[config.mk]
export PLATFORM = sky130hd
export DESIGN_NAME = wp_unlock_seq
export DESIGN_NICKNAME = d
export VERILOG_FILES = /design/src/rtl/wp_seq_pkg.sv /design/src/rtl/wps_token_decode.sv /design/src/rtl/wps_window_count.sv /design/src/rtl/wps_seq_fsm.sv /design/src/rtl/wp_unlock_seq.sv
export SDC_FILE = /design/constraint.sdc
export NUM_CORES = 1
export LEC_CHECK = 0
export ABC_AREA = 1
export BUFFER_PORTS_ARGS = -buffer_cell sky130_fd_sc_hd__clkbuf_2
export CORE_MARGIN = 3
export CORE_UTILIZATION = 40
export CTS_BUF_LIST = sky130_fd_sc_hd__clkbuf_4 sky130_fd_sc_hd__clkbuf_8
export CTS_CLUSTER_SIZE = 14
export DETAILED_ROUTE_END_ITERATION = 8
export GPL_TIMING_DRIVEN = 0
export HOLD_SLACK_MARGIN = 0.05
export SYNTH_ARGS = -nofsm -noshare
export SYNTH_HDL_FRONTEND = slang
export SYNTH_SLANG_ARGS = --single-unit
[constraint.sdc]
create_clock -name clk -period 3.13 [get_ports clk]
set_input_delay 0.626 -clock clk [delete_from_list [all_inputs] [get_ports clk]]
set_output_delay 0.626 -clock clk [all_outputs]
set_load 0.01 [all_outputs]
[src/rtl/wp_seq_pkg.sv]
package wp_seq_pkg;

  typedef enum logic [2:0] {
    ST_IDLE,
    ST_U1,
    ST_U2,
    ST_D3,
    ST_D4,
    ST_D5,
    ST_OPEN,
    ST_DWAIT
  } seq_st_t;

  typedef enum logic [2:0] {
    TK_NONE,
    TK_AA_KA,
    TK_55_KB,
    TK_A0_KA,
    TK_80_KA,
    TK_20_KA
  } tok_t;

endpackage

[src/rtl/wps_token_decode.sv]
module wps_token_decode
  import wp_seq_pkg::*;
#(
  parameter int MATCH_W = 15,
  parameter int DATA_W  = 8,
  parameter logic [MATCH_W-1:0] KEY_A = 15'h5555,
  parameter logic [MATCH_W-1:0] KEY_B = 15'h2AAA,
  parameter logic [DATA_W-1:0]  D_OPEN1 = 8'hAA,
  parameter logic [DATA_W-1:0]  D_OPEN2 = 8'h55,
  parameter logic [DATA_W-1:0]  D_UNLK  = 8'hA0,
  parameter logic [DATA_W-1:0]  D_DIS1  = 8'h80,
  parameter logic [DATA_W-1:0]  D_DIS2  = 8'h20
) (
  input  logic [MATCH_W-1:0] addr_lo,
  input  logic [DATA_W-1:0]  data,
  output tok_t               tok
);

  logic hit_a, hit_b;

  assign hit_a = (addr_lo == KEY_A);
  assign hit_b = (addr_lo == KEY_B);

  always_comb begin
    tok = TK_NONE;
    if (hit_a) begin
      if (data == D_OPEN1)      tok = TK_AA_KA;
      else if (data == D_UNLK)  tok = TK_A0_KA;
      else if (data == D_DIS1)  tok = TK_80_KA;
      else if (data == D_DIS2)  tok = TK_20_KA;
    end else if (hit_b && data == D_OPEN2) begin
      tok = TK_55_KB;
    end
  end

endmodule

[src/rtl/wps_window_count.sv]
module wps_window_count #(
  parameter int PAGE_BYTES = 128
) (
  input  logic clk,
  input  logic rst,
  input  logic clear,
  input  logic bump,
  output logic room
);

  localparam int CNT_W = $clog2(PAGE_BYTES + 1);
  localparam logic [CNT_W-1:0] LIMIT = CNT_W'(PAGE_BYTES);

  logic [CNT_W-1:0] cnt;

  always_ff @(posedge clk) begin
    if (rst || clear) cnt <= '0;
    else if (bump)    cnt <= cnt + 1'b1;
  end

  assign room = (cnt < LIMIT);

  assert_cap_R4: assert property (@(posedge clk) disable iff (rst)
    cnt <= LIMIT);

  assert_bump_room_R4: assert property (@(posedge clk) disable iff (rst)
    (bump && !clear) |=> (cnt != '0));

endmodule

[src/rtl/wps_seq_fsm.sv]
module wps_seq_fsm
  import wp_seq_pkg::*;
(
  input  logic clk,
  input  logic rst,
  input  logic wr_valid,
  input  tok_t tok,
  input  logic page_done,
  input  logic room,
  output logic act_pass,
  output logic act_swallow,
  output logic win_clear,
  output logic win_bump,
  output logic prot_q
);

  seq_st_t st, nxt;
  logic    step_ok;
  seq_st_t step_nxt;
  logic    set_p, clr_p;

  // progress along the command sequences
  always_comb begin
    step_ok  = 1'b0;
    step_nxt = ST_IDLE;
    case (st)
      ST_IDLE: if (tok == TK_AA_KA) begin step_ok = 1'b1; step_nxt = ST_U1; end
      ST_U1:   if (tok == TK_55_KB) begin step_ok = 1'b1; step_nxt = ST_U2; end
      ST_U2: begin
        if (tok == TK_A0_KA)      begin step_ok = 1'b1; step_nxt = ST_OPEN; end
        else if (tok == TK_80_KA) begin step_ok = 1'b1; step_nxt = ST_D3; end
      end
      ST_D3:   if (tok == TK_AA_KA) begin step_ok = 1'b1; step_nxt = ST_D4; end
      ST_D4:   if (tok == TK_55_KB) begin step_ok = 1'b1; step_nxt = ST_D5; end
      ST_D5:   if (tok == TK_20_KA) begin step_ok = 1'b1; step_nxt = ST_DWAIT; end
      default: ;
    endcase
  end

  always_comb begin
    nxt         = st;
    act_pass    = 1'b0;
    act_swallow = 1'b0;
    win_clear   = 1'b0;
    win_bump    = 1'b0;
    set_p       = 1'b0;
    clr_p       = 1'b0;
    if (wr_valid) begin
      if (st == ST_OPEN) begin
        if (room) begin
          act_pass = 1'b1;
          win_bump = 1'b1;
        end
      end else if (st != ST_DWAIT) begin
        if (step_ok) begin
          act_swallow = 1'b1;
          nxt         = step_nxt;
          if (step_nxt == ST_OPEN) begin
            set_p     = 1'b1;
            win_clear = 1'b1;
          end
        end else begin
          nxt      = ST_IDLE;
          act_pass = !prot_q;
        end
      end
    end
    if (page_done) begin
      if (st == ST_OPEN) begin
        nxt = ST_IDLE;
      end else if (st == ST_DWAIT) begin
        nxt   = ST_IDLE;
        clr_p = 1'b1;
      end
    end
  end

  always_ff @(posedge clk) begin
    if (rst) begin
      st     <= ST_IDLE;
      prot_q <= 1'b0;
    end else begin
      st <= nxt;
      if (set_p)      prot_q <= 1'b1;
      else if (clr_p) prot_q <= 1'b0;
    end
  end

  assert_prefix_locks_R3: assert property (@(posedge clk) disable iff (rst)
    (wr_valid && st == ST_U2 && tok == TK_A0_KA) |=> (prot_q && st == ST_OPEN));

  assert_sticky_R8: assert property (@(posedge clk) disable iff (rst)
    (prot_q && !(st == ST_DWAIT && page_done)) |=> prot_q);

  assert_wait_blocks_R8: assert property (@(posedge clk) disable iff (rst)
    (st == ST_DWAIT) |-> !(act_pass || act_swallow));

  assert_idle_done_R11: assert property (@(posedge clk) disable iff (rst)
    (page_done && !wr_valid && st != ST_OPEN && st != ST_DWAIT) |=> $stable(st));

endmodule

[src/rtl/wp_unlock_seq.sv]
module wp_unlock_seq
  import wp_seq_pkg::*;
#(
  parameter int ADDR_W     = 16,
  parameter int DATA_W     = 8,
  parameter int PAGE_BYTES = 128
) (
  input  logic              clk,
  input  logic              rst,
  input  logic              wr_valid,
  input  logic [ADDR_W-1:0] wr_addr,
  input  logic [DATA_W-1:0] wr_data,
  input  logic              page_done,
  output logic              arr_wr,
  output logic [ADDR_W-1:0] arr_addr,
  output logic [DATA_W-1:0] arr_data,
  output logic              cmd_swallow,
  output logic              prot_on
);

  localparam int MATCH_W = ADDR_W - 1;

  tok_t tok;
  logic act_pass, act_swallow, win_clear, win_bump, room, prot_q;

  wps_token_decode #(
    .MATCH_W (MATCH_W),
    .DATA_W  (DATA_W),
    .KEY_A   (MATCH_W'(15'h5555)),
    .KEY_B   (MATCH_W'(15'h2AAA))
  ) i_dec (
    .addr_lo (wr_addr[MATCH_W-1:0]),
    .data    (wr_data),
    .tok     (tok)
  );

  wps_seq_fsm i_fsm (
    .clk         (clk),
    .rst         (rst),
    .wr_valid    (wr_valid),
    .tok         (tok),
    .page_done   (page_done),
    .room        (room),
    .act_pass    (act_pass),
    .act_swallow (act_swallow),
    .win_clear   (win_clear),
    .win_bump    (win_bump),
    .prot_q      (prot_q)
  );

  wps_window_count #(.PAGE_BYTES(PAGE_BYTES)) i_cnt (
    .clk   (clk),
    .rst   (rst),
    .clear (win_clear),
    .bump  (win_bump),
    .room  (room)
  );

  always_ff @(posedge clk) begin
    if (rst) begin
      arr_wr      <= 1'b0;
      cmd_swallow <= 1'b0;
      arr_addr    <= '0;
      arr_data    <= '0;
    end else begin
      arr_wr      <= act_pass;
      cmd_swallow <= act_swallow;
      if (act_pass) begin
        arr_addr <= wr_addr;
        arr_data <= wr_data;
      end
    end
  end

  assign prot_on = prot_q;

  assert_excl_R3: assert property (@(posedge clk) disable iff (rst)
    !(arr_wr && cmd_swallow));

  assert_strobe_src_R2: assert property (@(posedge clk) disable iff (rst)
    arr_wr |-> $past(wr_valid));

  assert_swallow_src_R3: assert property (@(posedge clk) disable iff (rst)
    cmd_swallow |-> $past(wr_valid));

  assert_addr_fwd_R2: assert property (@(posedge clk) disable iff (rst)
    arr_wr |-> (arr_addr == $past(wr_addr) && arr_data == $past(wr_data)));

endmodule

Word-level counts from Yosys, hierarchy flattened:

Cells that the tools add are included.

* word-level logic and storage cells: 85
* bits of input ports: 28
* flip-flop bits (word level): 38
* output and inout bits: 27

* $add $sub $neg: 1
* bitwise logic cells: 2
* equal/unequal tests: 21
* order comparisons: 1
* reduce and logical (&&, ||, !) cells: 8
* multiplexer cells: 45

Operators by type and width (number)
* 3-bit 2-to-1 mux: 16
* 8-bit equality test (second input constant): 3
* 1-bit 2-to-1 mux: 24
* 3-bit equality test (second input constant): 7
* 3-bit one-hot mux with 6 select lines: 1
* 15-bit by 14-bit equality test with 1-bit output (second input constant): 1
* 15-bit equality test (second input constant): 1
* 3-bit by 2-bit equality test with 1-bit output (second input constant): 4
* 8-bit by 1-bit adder with 8-bit output (second input constant): 1
* 8-bit by 6-bit equality test with 1-bit output (second input constant): 1
* 8-bit by 7-bit equality test with 1-bit output (second input constant): 1
* 8-bit < comparator (second input constant): 1
* 3-bit by 1-bit equality test with 1-bit output (second input constant): 2
* 2-bit 2-to-1 mux: 3
* 1-bit one-hot mux with 4 select lines: 1
* 2-bit OR reduction: 2
* 4-bit OR reduction: 1
* 3-bit zero test: 1
* 3-bit != test (second input constant): 1
* 1-bit NOT: 2
* 2-bit nonzero test: 1
* 1-bit logical AND: 1
* 1-bit zero test: 1
* 1-bit logical OR: 1

Logic depth before layout (Yosys ltp):

Gate-level depths: netlist of the first run.

* depth in word-level cells: 17
* mapped depth: 15
* mapped depth without buffers: 14

Hierarchy:

Synthesis of the first run repeated with hierarchy kept, for this count alone.

* cell total of the unflattened synthesis: 359
* area, all modules: 2118.3 um^2

Modules (own cells, without submodules)
* wp_unlock_seq: sequential area each 520.5 um^2, area each 1029.7 um^2, instances 1, cells each 158
* wps_seq_fsm: sequential area each 80.1 um^2, area each 432.9 um^2, instances 1, cells each 80
* wps_window_count: sequential area each 160.2 um^2, area each 365.4 um^2, instances 1, cells each 52
* wps_token_decode: sequential area each 0.0 um^2, area each 290.3 um^2, instances 1, cells each 69

Worst setup path before layout of the first run:

OpenSTA, ideal clock, no wires.

* kind: input to register
* start point: input port wr_addr[11]
* end point: register arr_addr[0]
* arrival: 1.982 ns
* setup slack: 1.034 ns
* stages on the path: 14
* data required time: 3.016 ns
* setup time: 0.114 ns
* buffers on the path: 2
* path through: inv_1 > nand2_1 > nor2_1 > nand2_1 > nor2_4 > nand3_2 > nand2_1 > nor2_1 > nor2_2 > nand4_2 > buf_6 > buf_6 > a21oi_2 > nor2_1

* word-level cells in the longest chain between the ends: 12
* elaborated cells on any way between the ends: 20
* classes of those cells: 7 x eq/ne; 12 x mux; 1 x reduce/logical

RTL lines
* start: declaration: line wp_unlock_seq.sv:11 `input logic [ADDR_W-1:0] wr_addr,`
* 15-bit by 14-bit equality test with 1-bit output: line wps_token_decode.sv:22 `assign hit_b = (addr_lo == KEY_B);`
* 1-bit logical AND: line wps_token_decode.sv:31 `end else if (hit_b && data == D_OPEN2) begin`
* 2-bit 2-to-1 mux: line wps_token_decode.sv:31
* 3-bit 2-to-1 mux (*): line wps_token_decode.sv:26 `if (hit_a) begin`
* 3-bit equality test: line wps_seq_fsm.sv:31 `else if (tok == TK_80_KA) begin step_ok = 1'b1; step_nxt = ST_D3; end`
* 1-bit 2-to-1 mux: line wps_seq_fsm.sv:31
* 1-bit 2-to-1 mux: line wps_seq_fsm.sv:30 `if (tok == TK_A0_KA) begin step_ok = 1'b1; step_nxt = ST_OPEN; end`
* 1-bit one-hot mux with 4 select lines (*): line wps_seq_fsm.sv:26 `case (st)`
* 1-bit 2-to-1 mux (*): line wps_seq_fsm.sv:55 `if (step_ok) begin`
* 1-bit 2-to-1 mux (*): line wps_seq_fsm.sv:54 `end else if (st != ST_DWAIT) begin`
* 1-bit 2-to-1 mux (*): line wps_seq_fsm.sv:49 `if (st == ST_OPEN) begin`
* 1-bit 2-to-1 mux (*): line wps_seq_fsm.sv:48 `if (wr_valid) begin`
* end signal: assignment: line wp_unlock_seq.sv:69 `arr_addr <= wr_addr;`
* end: declaration: line wp_unlock_seq.sv:15 `output logic [ADDR_W-1:0] arr_addr,`

Every way passes the cells marked *; elsewhere a longest branch is shown, timed or not.
A chain may end at the register's enable or synchronous reset.

Final worst setup path of the first run:

* start point: input port wr_addr[11]
* end point: register arr_data[4]

* word-level cells in the longest chain between the ends: 12
* elaborated cells on any way between the ends: 20
* classes of those cells: 7 x eq/ne; 12 x mux; 1 x reduce/logical

RTL lines
* 15-bit by 14-bit equality test with 1-bit output: line wps_token_decode.sv:22
* 1-bit logical AND: line wps_token_decode.sv:31
* 2-bit 2-to-1 mux: line wps_token_decode.sv:31
* 3-bit 2-to-1 mux (*): line wps_token_decode.sv:26
* 3-bit equality test: line wps_seq_fsm.sv:31
* 1-bit 2-to-1 mux: line wps_seq_fsm.sv:31
* 1-bit 2-to-1 mux: line wps_seq_fsm.sv:30
* 1-bit one-hot mux with 4 select lines (*): line wps_seq_fsm.sv:26
* 1-bit 2-to-1 mux (*): line wps_seq_fsm.sv:55
* 1-bit 2-to-1 mux (*): line wps_seq_fsm.sv:54
* 1-bit 2-to-1 mux (*): line wps_seq_fsm.sv:49
* 1-bit 2-to-1 mux (*): line wps_seq_fsm.sv:48
* end signal: assignment: line wp_unlock_seq.sv:70 `arr_data <= wr_data;`
* end: declaration: line wp_unlock_seq.sv:16 `output logic [DATA_W-1:0] arr_data,`

Marked as above.

==> results of run 1 <==
==> where the power goes <==
group,leakage (nW),switching [W],internal [W]
Sequential,0.313,0.0000136,0.000510
Combinational,0.949,0.000109,0.0000703
Clock,0.0579,0.000173,0.000235
Total,1.32,0.000296,0.000815
==> critical path, cell delays in order <==
cell and delay, ps:
clkbuf_2 90, inv_1 80, nand2_1 60, nor2_1 110, nand2_1 90, nor2_4 150
nand3_2 120, nand2_1 100, nor2_1 60, nor2_2 160, nand4_2 150, buf_6 190
buf_6 150, a21oi_2 120, nor2_1 50
==> cell type report <==
cell class                 count  area (µm²)
inverter                      62         233
clock buffer                   5        68.8
fill                         550        2540
buffer                        13        68.8
clock inverter                 3        40.0
sequential                    38         761
tap                           70        87.6
multi-input combinational    232        1100
timing repair buffer          54         270
==> path summary, 6_finish.rpt <==
path           startpoint            to  slack (ps)  cells after the start
max           wr_addr[11]   arr_data[4]         970                     15
min          i_cnt.cnt[1]  i_cnt.cnt[1]         490                      2
max reg2reg   i_fsm.st[2]  i_cnt.cnt[7]        1180                      9
min reg2reg  i_cnt.cnt[1]  i_cnt.cnt[1]         490                      2
==> stage by stage <==
| step | utilization (%) | hold WS, ps | power, W |
|---|---|---|---|
| after floorplan | - | 457 | 0.000642 |
| after detailed placement | 48.7 | 479 | 0.000715 |
| after CTS | 50.8 | 492 | 0.00113 |
| after global placement | 48.7 | 471 | 0.000714 |
| after global routing | 50.8 | 521 | 0.00118 |
| final | 50.8 | 487 | 0.00111 |
==> cells in the final DEF (no fill, tap or decap), types with 3 or more instances in the layout <==
cell type,netlist,layout
a21oi_2,9,9
clkbuf_8,0,5
inv_2,3,3
dfxtp_1,38,38
nor3_1,8,8
a21oi_1,21,21
buf_2,4,4
buf_1,3,3
nand3_1,35,35
inv_1,58,58
nand4_1,5,5
clkbuf_1,4,4
nand2_1,72,72
o21ai_0,6,6
clkbuf_2,0,54
xor2_1,3,3
nor2_1,60,60
==> sequential cells by signal, summed over array words and instances, names as in the netlist <==
signal and flops:
i_cnt.cnt 8, arr_addr 16, arr_data 8, i_fsm.prot_q 1, arr_wr 1, cmd_swallow 1, i_fsm.st 3
==> layer usage <==
metal / wire [µm] / up-vias
li1: - / 1200
met1: 2720 / 938
met2: 2290 / 48
met3: 259 / 6
met4: 54 / 0
met5: 0 / -
==> logic make-up after synthesis <==
family	after synthesis	share of synthesized area, %
compound gates	41	11.6
buf+inv	75	14.0
flops	38	35.2
xor+xnor	3	1.22
simple gates	187	37.4
fa+ha+maj	1	0.579
==> impl_metrics.csv, run 1 <==
group,metric,value,unit
cts,htree_levels,2,
cts,cts_resized,0,
synthesis,yosysTopAreaCellShare,35.2,%
synthesis,netlist_area,2160,µm²
floorplan,dieWidth,79.5,µm
global_route,grtUsageTotal,17.7,%
timing,finalHoldViolCount,0,
worst_setup_path,crit_required,3310,ps
timing,max_clock_freq,462,MHz
cts,cts_buffer_depth,2,
routing,ant_nets,0,
routing,vias,2192,
outcome,status,"finished, final reports clean",
placement,pre_cts_ws,662,ps
global_route,use_met3,3.61,%
cts,clock-sinks,38,
placement,gp_congestion,0.885,
cells_and_area,drive_gt1_share,21.1,%
floorplan,std_cell_rows,26,
worst_setup_path,cp.arrival,2350,ps
timing,maxSlewHeadroom,57.7,%
cells_and_area,fin_area,2630,µm²
global_route,grt_overflow,0,
synthesis,synth_top_area_cell,"dfxtp_1",
cts,cts_tree,"built",
cts,cts_setup_buffers,0,
global_route,grt_busiest_layer,"met2",
hold_path,hold_path_class,"flip-flop to flip-flop",
global_route,met2_usage,27.8,%
global_route,gr-usage-met1,24.4,%
routing,drt-pass1-iter-count,4,
synthesis,avgSynthCellArea,6.26,µm²
synthesis,netlist-cell-type-count,28,
floorplan,die_area,6320,µm²
cts,clk_pin_slew_worst_paths,70,ps
cells_and_area,fin_cells,477,
floorplan,die_h,79.5,µm
routing,drt_iter0_markers,85,
timing,min_period_over_period,69.1,%
global_route,grt_pass1_wl,9.00,mm
timing,finalClockSkew,4.83,ps
cells_and_area,diodes,0,
routing,routed_wl,5.33,mm
placement,place_area,2520,µm²
worst_setup_path,path_class,"input pin to flip-flop",
placement,place_inst,469,
placement,numPortBuffers,54,
synthesis,synthFlopType,"dfxtp_1",
floorplan,num_io_pins,55,
timing,final_max_slew_viol_count,0,
synthesis,postSynthRegisterBits,38,
synthesis,synthMostInstantiatedCell,"nand2_1",
synthesis,synth.yosys.seq_area_share,35.2,%
cts,cts_made_buffers,5,
flow_run,cap_violations,0,
cts,clock_latency,280,ps
global_route,antenna_found_initial,0,
floorplan,fp.coreArea,5170,µm²
cells_and_area,nNetsFinal,435,
global_route,grt_pass1_vias,1951,
synthesis,synth-edff-count,0,
power_and_ir_drop,p_per_area,423,nW/µm²
timing,setup_viol,0,
cts,root_buffer,"clkbuf_8",
routing,routed_via_density,4.60,
timing,fin_ws,966,ps
timing,tns,0,ps
synthesis,syn_inst,345,
routing,wire_per_inst,11.2,µm
timing,rsz0062_at_grt,"false",
synthesis,synthArstFlopShare,0,%
cts,postCtsHoldBufs,0,
synthesis,syn-num-nets,374,
worst_setup_path,cp_max_fo,10,
timing,period_needed,2160,ps
worst_setup_path,cp-end-kind,"flip-flop",
synthesis,synth_commonest_cells,"72 x nand2_1, 60 x nor2_1, 58 x inv_1, 38 x dfxtp_1, 35 x nand3_1",
cells_and_area,area_delta_synth_final,21.6,%
global_route,grt_max_degree,13,
routing,drc,0,
timing,tightest_slew,634,ps
placement,dpl.hpwl,4.12,mm
synthesis,ys_top_cells_by_area,"dfxtp_1 35%, nand2_1 13%, nor2_1 10%",
power_and_ir_drop,leakage,1.32,nW
synthesis,yosysWarnings,0,
worst_setup_path,start_kind,"input pin",
power_and_ir_drop,irDropWorstVdd,0.000250,V
floorplan,initial_utilization,41.8,%
(Power assumes the default switching activity.)
==> run 2, diff against run 1 <==
Settings changed: PLACE_DENSITY from default to 0.65.
Clock period 3.13 ns to 1.89 ns, I/O delays scaled along.
==> impl_metrics.csv, run 2 (same netlist as run 1, synthesis figures left out) <==
group,metric,value,unit
outcome,status,"finished, final reports clean",
timing,finalHoldViolCount,0,
global_route,grt_max_degree,12,
hold_path,worstHoldStart,"rst",
cts,clock_latency,300,ps
routing,drt_iter0_markers,71,
worst_setup_path,r2r_cells,9,
floorplan,num_io_pins,55,
floorplan,initial_utilization,41.8,%
cells_and_area,fin_cells,481,
cells_and_area,final_common_cell,"nand2_1",
cts,clk_pin_slew_worst_paths,80,ps
floorplan,fp.coreArea,5170,µm²
worst_setup_path,r2r-start,"i_fsm.st[2]",
power_and_ir_drop,p_per_area,647,nW/µm²
worst_setup_path,cp_max_fo,10,
cells_and_area,final_cell_mix,"68 x nand2_1, 57 x nor2_1, 53 x inv_1, 52 x clkbuf_2, 37 x dfxtp_1",
worst_setup_path,path_class,"input pin to flip-flop",
cells_and_area,area_delta_synth_final,28.1,%
cells_and_area,final_util,53.5,%
routing,ant_nets,0,
placement,numPortBuffers,54,
routing,wire_per_inst,11.6,µm
power_and_ir_drop,irDropWorstVdd,0.000326,V
power_and_ir_drop,p_int,0.00128,W
cts,cts_tree,"built",
routing,drc,0,
timing,rsz0062_at_grt,"true",
placement,dpl.hpwl,4.09,mm
hold_path,hold_depth,2,
worst_setup_path,r2r_setup_slack,120,ps
cts,root_buffer,"clkbuf_8",
timing,tightest_slew,606,ps
cells_and_area,reg_top3,"arr_addr (16), arr_data (8), i_cnt.cnt (8)",
routing,routed_via_density,4.69,
power_and_ir_drop,clkPwrFrac,33.6,%
floorplan,die_area,6320,µm²
cells_and_area,nNetsFinal,439,
routing,vias,2256,
placement,gp_congestion,0.795,
cts,cts_buffer_depth,2,
power_and_ir_drop,power_switching,0.000506,W
timing,finalClockSkew,8.61,ps
timing,min_period_over_period,95.2,%
timing,maxSlewHeadroom,59.6,%
timing,max_clock_freq,556,MHz
cells_and_area,largest_reg_flops,16,
worst_setup_path,start_kind,"input pin",
cts,cts_made_buffers,5,
power_and_ir_drop,netSwitchingFraction,28.3,%
cells_and_area,drive_gt1_share,26.8,%
global_route,antenna_found_initial,0,
global_route,grt_pass1_wl,9.15,mm
timing,final_max_slew_viol_count,0,
hold_path,worstHoldEndpoint,"arr_wr",
power_and_ir_drop,power_frac_seq,48.5,%
floorplan,std_cell_rows,26,
timing,setup_viol,0,
cts,clock-sinks,38,
cells_and_area,fillers,522,
global_route,grtUsageTotal,18.0,%
worst_setup_path,crit_required,2080,ps
global_route,grt_pass1_vias,2077,
timing,tns,0,ps
worst_setup_path,cp-end-kind,"flip-flop",
cells_and_area,regMostFlops,"arr_addr",
cells_and_area,diodes,0,
routing,routed_wl,5.56,mm
placement,place_inst,469,
power_and_ir_drop,share_comb_of_total_power,17.9,%
worst_setup_path,startpoint,"wr_addr[5]",
worst_setup_path,cp.arrival,1990,ps
floorplan,dieWidth,79.5,µm
routing,drt-pass1-iter-count,4,
flow_run,cap_violations,0,
power_and_ir_drop,leakage,1.36,nW
global_route,grt_overflow,0,
worst_setup_path,worstReg2RegEnd,"arr_addr[0]",
cts,htree_levels,2,
hold_path,hold_path_class,"input pin to flip-flop",
floorplan,die_h,79.5,µm
timing,period_needed,1800,ps
-- run 2: changes by cell type in the layout (fill, tap and decap cells not counted), sizes merged --
cell | before | now
bufinv | 1 | 0
clkbuf | 63 | 64
clkinv | 3 | 2
buf | 9 | 14
-- run 2: area by class of cell --
class / count / area [µm²] / share of cell area (%)
multi-input cells: 232 / 1190 / 42.9
flip-flops and latches: 38 / 762 / 27.5
repair buffers: 58 / 315 / 11.4
inverters: 62 / 233 / 8.41
clock buffers: 7 / 90.1 / 3.25
plain buffers: 13 / 87.6 / 3.16
well taps: 70 / 87.6 / 3.16
clock inverters: 1 / 5.00 / 0.181
-- run 2: worst max-delay path: stages --
cell     delay [ps]
buf_2           120
inv_2            50
nand2_1          40
nor2_1           90
nand2_1          90
nor2_4          190
nand3_4         120
nand2_2          90
nor2_2           50
nor2_2          140
nand4_4         140
buf_8           170
buf_8           140
a21oi_2         110
nor2_1           60
-- run 2: layer usage --
metal | track usage [%] | part of all wire, % | vias up
met5 | 0 | 0 | -
met4 | 6.01 | 1.3 | 0
met3 | 4.29 | 4.6 | 6
met2 | 29.0 | 45 | 46
met1 | 23.5 | 49 | 996
li1 | - | - | 1208
-- run 2: worst max-delay path by stage --
stage	endpoint	slack, ps	cells after the start
6_report	arr_addr[0]	90	15
5_1_grt	arr_addr[14]	-60	16
4_1_cts	arr_data[5]	20	15
3_5_place_dp	arr_data[5]	-330	13
3_3_place_gp	arr_data[4]	-300	13
2_1_floorplan	arr_addr[0]	40	14
-- run 2: through the flow --
stage | cell area [µm²] | total power, W | setup WS (ps) | hold WS, ps
2_1_floorplan | 2160 | 0.00106 | 42.3 | 447
6_report | 2770 | 0.00179 | 90.7 | 244
5_1_grt | 2770 | 0.00189 | -59.3 | 257
4_1_cts | 2630 | 0.00179 | 15.1 | 239
3_3_place_gp | 2520 | 0.00118 | -303 | 472
3_5_place_dp | 2520 | 0.00118 | -332 | 480
-- run 2: power by group through the flow --
stage	clock network (W)	logic [W]	registers, W
after floorplan	0	0.000159	0.000903
after global placement	0	0.000296	0.000884
after detailed placement	0	0.000298	0.000886
after CTS	0.000625	0.000301	0.000868
after global routing	0.000653	0.000361	0.000873
final	0.000602	0.000321	0.000868
-- run 2: timing repair --
| action | 4_1_cts | 5_1_grt |
|---|---|---|
| resized for setup | 3 | 34 |
| endpoints found under the hold margin | 0 | 0 |
| hold buffers | 0 | 0 |
| buffers inserted | 0 | 4 |
| setup endpoints to repair | 11 | 28 |
| pin swaps | 0 | 8 |
==> run 3, diff against run 2 <==
==> constraint.sdc (replaced) <==
create_clock -name clk -period 1.89 [get_ports clk]
set_input_delay 0.189 -clock clk [delete_from_list [all_inputs] [get_ports clk]]
set_output_delay 0.189 -clock clk [all_outputs]
set_load 0.01 [all_outputs]
==> impl_metrics.csv, run 3 (same netlist as run 1, synthesis figures left out) <==
group,metric,value,unit
outcome,status,"finished, final reports clean",
flow_run,cap_violations,0,
routing,wl_met3,331,µm
global_route,grt_pass1_vias,2077,
floorplan,dieWidth,79.5,µm
worst_setup_path,crit_required,2080,ps
timing,tns,0,ps
cells_and_area,final_common_cell,"nand2_1",
cells_and_area,nNetsFinal,438,
routing,wire_per_inst,11.4,µm
cells_and_area,fin_cells,480,
placement,gp_congestion,0.795,
cells_and_area,reg_top3,"arr_addr (16), arr_data (8), i_cnt.cnt (8)",
placement,numPortBuffers,54,
cts,postCtsHoldBufs,0,
floorplan,initial_utilization,41.8,%
timing,min_period_over_period,94.2,%
worst_setup_path,start_kind,"flip-flop",
power_and_ir_drop,p_per_area,657,nW/µm²
routing,wirelength_met1,2.64,mm
cts,root_buffer,"clkbuf_8",
worst_setup_path,slowest_stage,"nor3_1",
power_and_ir_drop,power_switching,0.000499,W
timing,maxSlewHeadroom,59.6,%
routing,drc,0,
power_and_ir_drop,netSwitchingFraction,28.2,%
timing,tightest_slew,606,ps
global_route,grtUsageTotal,18.0,%
power_and_ir_drop,irDropWorstVdd,0.000326,V
floorplan,fp.coreArea,5170,µm²
routing,routed.top_layer,"met4",
cts,clk_pin_slew_worst_paths,80,ps
cells_and_area,final_cell_mix,"72 x nand2_1, 60 x nor2_1, 58 x inv_1, 54 x clkbuf_2, 37 x dfxtp_1",
worst_setup_path,cp.arrival,1980,ps
worst_setup_path,cp-end-kind,"flip-flop",
worst_setup_path,cp_slowest_stage_delay,330,ps
cells_and_area,regMostFlops,"arr_addr",
cells_and_area,drive_gt1_share,23.4,%
cts,cts_tree,"built",
routing,drt-pass1-iter-count,4,
cells_and_area,diodes,0,
timing,finalClockSkew,7.92,ps
timing,max_clock_freq,561,MHz
timing,setup_viol,0,
power_and_ir_drop,power_frac_seq,48.9,%
worst_setup_path,cp_max_fo,10,
routing,vias,2240,
routing,wl_met2,2.43,mm
timing,finalHoldViolCount,0,
global_route,grt_overflow,0,
hold_path,hold_path_class,"input pin to flip-flop",
routing,ant_nets,0,
cts,clock-sinks,38,
power_and_ir_drop,p_int,0.00127,W
floorplan,std_cell_rows,26,
timing,final_max_slew_viol_count,0,
cells_and_area,area_delta_synth_final,25.0,%
power_and_ir_drop,leakage,1.35,nW
power_and_ir_drop,share_comb_of_total_power,17.2,%
cts,cts_buffer_depth,2,
routing,routed_via_density,4.67,
global_route,antenna_found_initial,0,
cts,clock_latency,290,ps
placement,place_inst,469,
floorplan,num_io_pins,55,
worst_setup_path,path_class,"flip-flop to flip-flop",
timing,period_needed,1780,ps
cts,htree_levels,2,
global_route,grt_pass1_wl,9.15,mm
routing,routed_wl,5.48,mm
routing,drt_iter0_markers,80,
power_and_ir_drop,clkPwrFrac,33.9,%
floorplan,die_h,79.5,µm
floorplan,die_area,6320,µm²
worst_setup_path,r2r_setup_slack,110,ps
worst_setup_path,path_cells,"clkbuf_4, nand2_1, inv_1, nor3_1, nand4_4, buf_6, buf_8, a21oi_2, nor2_1",
cells_and_area,largest_reg_flops,16,
cts,cts_made_buffers,5,
global_route,grt_max_degree,12,
placement,dpl.hpwl,4.09,mm
==> run 3: cell types whose count changed in the layout (fill, tap and decap cells not counted), moves of 2 or more <==
cell	change
clkbuf_2	+2
nor2_1	+3
nand2_1	+4
inv_1	+5
buf_4	-2
nand3_1	+2
nor2_2	-2
inv_2	-5
nand2_2	-4
==> run 3: power groups by stage <==
stage / Combinational, W / Sequential, W / Clock (W)
after global routing: 0.000346 / 0.000873 / 0.000653
after global placement: 0.000296 / 0.000884 / 0
after detailed placement: 0.000298 / 0.000886 / 0
after CTS: 0.000300 / 0.000868 / 0.000625
after floorplan: 0.000159 / 0.000903 / 0
final: 0.000305 / 0.000867 / 0.000601
==> run 3: stage by stage <==
| step | setup slack [ps] | hold WS [ps] | area, µm² | power, W | utilization [%] |
|---|---|---|---|---|---|
| 6_report | 109 | 56.1 | 2700 | 0.00177 | 52.2 |
| 5_1_grt | -27.4 | 68.1 | 2700 | 0.00187 | 52.2 |
| 4_1_cts | 19.0 | 50.5 | 2630 | 0.00179 | 50.8 |
| 3_5_place_dp | -143 | 370 | 2520 | 0.00118 | 48.7 |
| 3_3_place_gp | -114 | 368 | 2520 | 0.00118 | 48.7 |
| 2_1_floorplan | 231 | 258 | 2160 | 0.00106 | - |
==> run 3: layout make-up <==
class	instances	area (µm²)
fill	530	2470
multi-input combinational	232	1150
sequential	38	762
timing repair buffer	57	293
inverter	62	233
clock buffer	7	90.1
tap	70	87.6
buffer	13	77.6
clock inverter	1	5.00
==> run 3: worst max-delay path, delay by kind of cell, from the launching register on <==
| family | cells | cell delay, ps |
|---|---|---|
| compound gates | 1 | 110 |
| buf+inv | 4 | 570 |
| flops | 1 | 300 |
| simple gates | 4 | 700 |
==> run 3: layer usage <==
metal / up-vias / global-route usage (%)
li1: 1205 / -
met3: 6 / 4.29
met2: 54 / 29.0
met1: 975 / 23.5
met4: 0 / 6.01
met5: - / 0
==> run 3: path summary, 6_finish.rpt <==
kind                 from            to  cells after the start
min reg2reg  i_cnt.cnt[1]  i_cnt.cnt[1]                      2
max           i_fsm.st[2]   arr_data[5]                      9
max reg2reg   i_fsm.st[2]   arr_data[5]                      9
min                   rst        arr_wr                      2
==> run 3: what timing repair did <==
item / in CTS / in global routing
pin swaps: 0 / 3
cloned: 0 / 0
endpoints found under the setup margin: 11 / 28
gates resized for setup: 2 / 12
setup buffers: 0 / 3
